<file path="src/rtl/pm_pkg.sv">
package pm_pkg;
  localparam int unsigned PRIO_W = 8;
  localparam int unsigned DATA_W = 32;
  typedef logic [PRIO_W-1:0] prio_t;
endpackage

</file>
<file path="src/rtl/pm_access.sv">
module pm_access
  import pm_pkg::*;
#(
  parameter bit    DUAL_SEC = 1'b1,
  parameter prio_t IMPL     = 8'hF8
) (
  input  logic  secure,
  input  prio_t wval_in,
  input  prio_t cur_mask,
  output logic  wr_allow,
  output prio_t wr_val,
  output prio_t rd_view
);
  generate
    if (DUAL_SEC) begin : g_dual
      logic upper;
      assign upper = cur_mask[PRIO_W-1];
      always_comb begin
        if (secure) begin
          wr_allow = 1'b1;
          wr_val   = wval_in & IMPL;
          rd_view  = cur_mask;
        end else begin
          wr_allow = upper;
          wr_val   = ({1'b0, wval_in[PRIO_W-1:1]} | 8'h80) & IMPL;
          rd_view  = upper ? {cur_mask[PRIO_W-2:0], 1'b0} : '0;
        end
      end
    end else begin : g_single
      assign wr_allow = 1'b1;
      assign wr_val   = wval_in & IMPL;
      assign rd_view  = cur_mask;
    end
  endgenerate
endmodule

</file>
<file path="src/rtl/pm_store.sv">
module pm_store
  import pm_pkg::*;
#(
  parameter prio_t IMPL = 8'hF8
) (
  input  logic  clk,
  input  logic  rst_n,
  input  logic  we,
  input  prio_t wval,
  output prio_t mask
);
  always_ff @(posedge clk or negedge rst_n) begin
    if (!rst_n) mask <= '0;
    else if (we) mask <= wval;
  end

  p_low_bits_zero_r3: assert property (@(posedge clk) disable iff (!rst_n)
    (mask & ~IMPL) == '0);
endmodule

</file>
<file path="src/rtl/pm_filter.sv">
module pm_filter
  import pm_pkg::*;
(
  input  logic  pend_valid,
  input  prio_t pend_prio,
  input  prio_t mask,
  output logic  fwd
);
  assign fwd = pend_valid && (pend_prio < mask);

  always_comb begin
    if (mask == '0) a_zero_blocks_r4: assert (!fwd);
  end
endmodule

</file>
<file path="src/rtl/irq_prio_mask.sv">
module irq_prio_mask
  import pm_pkg::*;
#(
  parameter int unsigned ADDR_W      = 12,
  parameter int unsigned PRIO_LEVELS = 32,
  parameter bit          DUAL_SEC    = 1'b1,
  parameter int unsigned MASK_OFFSET = 4
) (
  input  logic              clk,
  input  logic              rst_n,
  input  logic              req_valid,
  output logic              req_ready,
  input  logic              req_write,
  input  logic              req_secure,
  input  logic [ADDR_W-1:0] req_addr,
  input  logic [31:0]       req_wdata,
  output logic              resp_valid,
  input  logic              resp_ready,
  output logic [31:0]       resp_rdata,
  input  logic              pend_valid,
  input  logic [7:0]        pend_prio,
  output logic              irq_fwd
);
  localparam int unsigned LOW_ZERO = PRIO_W - $clog2(PRIO_LEVELS);
  localparam prio_t       IMPL     = prio_t'(8'hFF << LOW_ZERO);

  logic  accept, hit, wr_allow;
  prio_t mask, wr_val, rd_view;

  assign req_ready = !resp_valid || resp_ready;
  assign accept    = req_valid && req_ready;
  assign hit       = (req_addr == ADDR_W'(MASK_OFFSET));

  pm_access #(.DUAL_SEC(DUAL_SEC), .IMPL(IMPL)) u_access (
    .secure  (req_secure),
    .wval_in (req_wdata[PRIO_W-1:0]),
    .cur_mask(mask),
    .wr_allow(wr_allow),
    .wr_val  (wr_val),
    .rd_view (rd_view)
  );

  pm_store #(.IMPL(IMPL)) u_store (
    .clk  (clk),
    .rst_n(rst_n),
    .we   (accept && req_write && hit && wr_allow),
    .wval (wr_val),
    .mask (mask)
  );

  pm_filter u_filter (
    .pend_valid(pend_valid),
    .pend_prio (pend_prio),
    .mask      (mask),
    .fwd       (irq_fwd)
  );

  always_ff @(posedge clk or negedge rst_n) begin
    if (!rst_n) begin
      resp_valid <= 1'b0;
      resp_rdata <= '0;
    end else if (accept && !req_write) begin
      resp_valid <= 1'b1;
      resp_rdata <= hit ? {{(DATA_W-PRIO_W){1'b0}}, rd_view} : '0;
    end else if (resp_ready) begin
      resp_valid <= 1'b0;
    end
  end

  p_stall_holds_r9: assert property (@(posedge clk) disable iff (!rst_n)
    (resp_valid && !resp_ready) |=> (resp_valid && $stable(resp_rdata)));
  p_stall_blocks_r9: assert property (@(posedge clk) disable iff (!rst_n)
    (resp_valid && !resp_ready) |-> !req_ready);
  p_miss_no_write_r1: assert property (@(posedge clk) disable iff (!rst_n)
    (accept && !hit) |=> $stable(mask));
  p_read_no_write_r1: assert property (@(posedge clk) disable iff (!rst_n)
    (accept && !req_write) |=> $stable(mask));
  p_ns_blocked_r6: assert property (@(posedge clk) disable iff (!rst_n)
    (DUAL_SEC && accept && req_write && !req_secure && !mask[7]) |=> $stable(mask));
  p_ns_stays_upper_r5: assert property (@(posedge clk) disable iff (!rst_n)
    (DUAL_SEC && accept && req_write && !req_secure && mask[7]) |=> mask[7]);
endmodule

</file>
<file path="config.mk">
export PLATFORM = sky130hd
export DESIGN_NAME = irq_prio_mask
export DESIGN_NICKNAME = d
export VERILOG_FILES = /design/src/rtl/pm_pkg.sv /design/src/rtl/pm_access.sv /design/src/rtl/pm_store.sv /design/src/rtl/pm_filter.sv /design/src/rtl/irq_prio_mask.sv
export SDC_FILE = /design/constraint.sdc
export NUM_CORES = 1
export LEC_CHECK = 0
export BUFFER_PORTS_ARGS = -buffer_cell sky130_fd_sc_hd__buf_2
export CELL_PAD_IN_SITES_DETAIL_PLACEMENT = 1
export CELL_PAD_IN_SITES_GLOBAL_PLACEMENT = 1
export CORE_ASPECT_RATIO = 2
export CORE_MARGIN = 1.5
export CORE_UTILIZATION = 24
export DETAILED_ROUTE_END_ITERATION = 12
export PLACE_DENSITY_LB_ADDON = 0.1
export SYNTH_ARGS = -nofsm -noshare
export SYNTH_HDL_FRONTEND = slang
export SYNTH_SLANG_ARGS = --single-unit
</file>
<file path="constraint.sdc">
create_clock -name clk -period 2.2 [get_ports clk]
set_input_delay 0.33 -clock clk [delete_from_list [all_inputs] [get_ports clk]]
set_output_delay 0.33 -clock clk [all_outputs]
set_load 0.01 [all_outputs]
</file>
==> summary.md <==
| Metric | Value |
|---|---|
| Clock network fraction of total power | 39.7% |
| Outcome | completed |
| Met2 wire len | about 1.1 mm |
| Initial drt markers | 2 |
| Minimum clock period | around 1.9 ns |
| Routed wire length per instance | 10.3 um |
| First-pass GRT wire length | 2.77 mm |
| Register bit count reported by yosys | 11 |
| Buffers plus inverters on the worst setup path | 2 |
| 1st-pass router iterations | 4 |
| Req. time, crit path | 1.87 ns |
| Register area share after synthesis | 30.8% |
| Most used cell, CP | a21o_1 |
| Fin. Hold Viols | 0 |
| Clk_skew | 0.000669 ns |
| RePlAce Congestion | 0.671 |
| Total gr overflow | 0 |
| CTS root buffer | clkbuf_8 |
| Global Route Usage Sum | 9.09% |
| Setup Fix Bufs, Post-CTS | 0 |
| P_sw | between 0.1 and 0.15 mW |
| Initial core utilization | 24.8% |
| Hold path start | req_wdata[7] |
| VDD IR max | between 0.00015 and 0.0002 V |
| Top-Level Pins | 94 |
| Met3 routed WL | 114 um |
| Slowest stage cell on the critical path | dfrtp_1 |
| Initial antenna violation count | 0 |
| Max Clock Freq | roughly 530 MHz |
| Max Cap Viol | 0 |
| Period utilization | between 80 and 90% |
| Synth warn | 0 |
| Core area | 3610 um2 |
| Post-synthesis cell area | 893 um2 |
| DIE WIDTH | between 40 and 50 um |
| Crit. Startpoint | u_store.mask[4] |
| Setup crit end kind | output port |
| Vias in the first global route | about 660 |
| Top routing layer used | met4 |
| Logic pwr share | 18.7% |
| Number of synthesized flops with an enable pin | 0 |
| Routed WL | about 1.8 mm |
| Nets@finish | 193 |
| Pins Over Slew Limit | 0 |
| Pleak | 0.576 nW |
| Most common cell in the synthesized netlist | buf_4 |
| Synth top area share | 30.8% |
| Num Clock Sinks | 11 |
| CTS tree | done |
| Num CTS Buffers | 3 |
| Worst EP arrival | 1.57 ns |
| Setup_tns | 0 ns |
| Via Count | 700 |
| Share of layout cells above drive strength 1 | roughly 36% |
| Power Total | 0.495 mW |
| Critical path class | flop to output port |
| Slowest Stage Delay on Critical Path | between 0.3 and 0.4 ns |
| H-tree Lvls | 1 |
| Chip Height | 89.3 um |
| Drt via density | a little under 4 |
| RSZ-0062 raised after global routing | false |
| Antenna Nets Post-Route | 0 |
| Clk_lat worst skew | 0.23 ns |
| Post-synth top cells | buf_4 (27), dfrtp_1 (11), nand2_1 (8) |
| Setup slack, reg-to-reg | 0.90 ns |
| Inserted Diodes | 0 |
| Main synth FF type | dfrtp_1 |
| Area leader, netlist | dfrtp_1 |
| Port Buf Inserts | 36 |
| Setup violations, final | 0 |
| Sw Share | 25.7% |
| Filler Cell Count | between 400 and 500 |
| Reg-to-Reg Start | resp_valid |
| Sequential power share | approximately two fifths |
| Mapped Cells | 91 |
| WL met1 | 615 um |
| # DRC | 0 |
| P per Cell Area | about 460 nW/um2 |
| Final std cells w/o fill | 178 |
| Synthesis-to-layout area growth | 20.4% |
| Max clock buf depth | 2 |
| Row cnt | 31 |
| Post-synthesis async set-or-reset flop share | 100% |
| Post-Syn Area per Cell | 9.82 um2 |
| Top cells by area, synth | dfrtp_1 (31%), buf_4 (23%), mux2i_1 (7.8%) |
| CP delay by family, top | compound AO/OA/AOI/OAI gates |
| Post-detail-place hpwl | 1.59 mm |
| Die ar. | 4120 um2 |
| Largest net degree at the start of global routing | 14 |
| Critical path peak fanout | 3 |
| Startpoint Class | flop |
| Worst Hold Class | input pin to flop |
| Int Pwr | 0.368 mW |
| Worst-path clk slew | around 0.05 ns |
| Critical-path cell list | inv_1 -> ha_1 -> a21o_1 -> a21o_1 -> a31oi_1 -> buf_2 |
| Placed Cells | 173 |
| Distinct cells, synth | 27 |
## flip-flops by register name (all words and copies together), names as in the netlist
signal        count
resp_valid        1
resp_rdata        5
u_store.mask      5
## worst reg2reg max path: stages, from the launching register on
cell	delay (ns)
dfrtp_1	0.37
nand2b_1	0.14
o2111ai_2	0.14
nor2_4	0.22
mux2_4	0.32
## final timing paths
kind,endpoint,depth (start not counted)
min reg2reg,resp_rdata[5],2
min,u_store.mask[7],3
max reg2reg,u_store.mask[3],4
min in group asynchronous,u_store.mask[4],2
max in group asynchronous,u_store.mask[7],2
max,irq_fwd,6
## timing repair
action	in CTS	in global routing
hold buffers	1	0
gates resized for setup	0	0
hold endpoints to repair	11	0
endpoints found under the setup margin	0	0
## per-stage QoR
| stage | utilization, % | hold WS (ns) | instance area [um2] | setup WS, ns |
|---|---|---|---|---|
| finish | 29.8 | 0.385 | 1080 | 0.304 |
| global placement | 28.3 | 0.217 | 1020 | 0.532 |
| floorplan | - | 0.0344 | 991 | 0.662 |
| detailed placement | 28.3 | 0.217 | 1020 | 0.516 |
| CTS | 29.8 | 0.386 | 1080 | 0.285 |
| global route | 29.8 | 0.397 | 1080 | 0.215 |
## kinds of logic after synthesis
family | Yosys count | synth area share (%)
and+or+nand+nor | 20 | 16.0
AOI/OAI and AO/OA | 13 | 11.1
other | 1 | 0.420
muxes | 9 | 10.8
buffers and inverters | 33 | 25.3
adders and majority gates | 4 | 5.60
DFF | 11 | 30.8
## cell type report
class / instances / area [um2] / area share, %
Inverter: 4 / 15.0 / 1.40
Multi-Input combinational cell: 73 / 489 / 45.5
Tap cell: 49 / 61.3 / 5.70
Sequential cell: 11 / 275 / 25.6
Timing Repair Buffer: 37 / 190 / 17.7
Clock buffer: 4 / 45.0 / 4.19
## power groups by stage
| stage | sequential (mW) | combinational [mW] | clock, mW |
|---|---|---|---|
| floorplan | 0.210 | 0.0845 | 0 |
| global placement | 0.209 | 0.0902 | 0 |
| detailed placement | 0.209 | 0.0924 | 0 |
| CTS | 0.206 | 0.0939 | 0.205 |
| global route | 0.206 | 0.105 | 0.211 |
| finish | 0.206 | 0.0927 | 0.197 |
## per-layer routing
layer	GRT usage, %	up-vias
met5	0	-
met3	0.606	2
met1	9.15	331
met2	17.3	33
li1	-	334
met4	4.68	0
## cell usage in the layout, fill, tap and decap left out, drive strengths merged
cell,netlist,final
nand2,8,8
dlygate4sd3,0,1
buf,28,36
a21o,2,2
a22oi,2,2
nor2b,1,1
nor4,2,2
inv,4,4
o21ai,1,1
nand3b,2,2
o31ai,5,5
clkbuf,1,4
mux2,2,2
nor4b,1,1
o2111ai,1,1
nor2,2,2
nand3,1,1
a21oi,1,1
nand2b,2,2
mux2i,7,7
ha,4,4
nor3,1,1
a31oi,1,1
conb,1,27
dfrtp,11,11
Note: power is estimated with default switching activity, not from simulation.
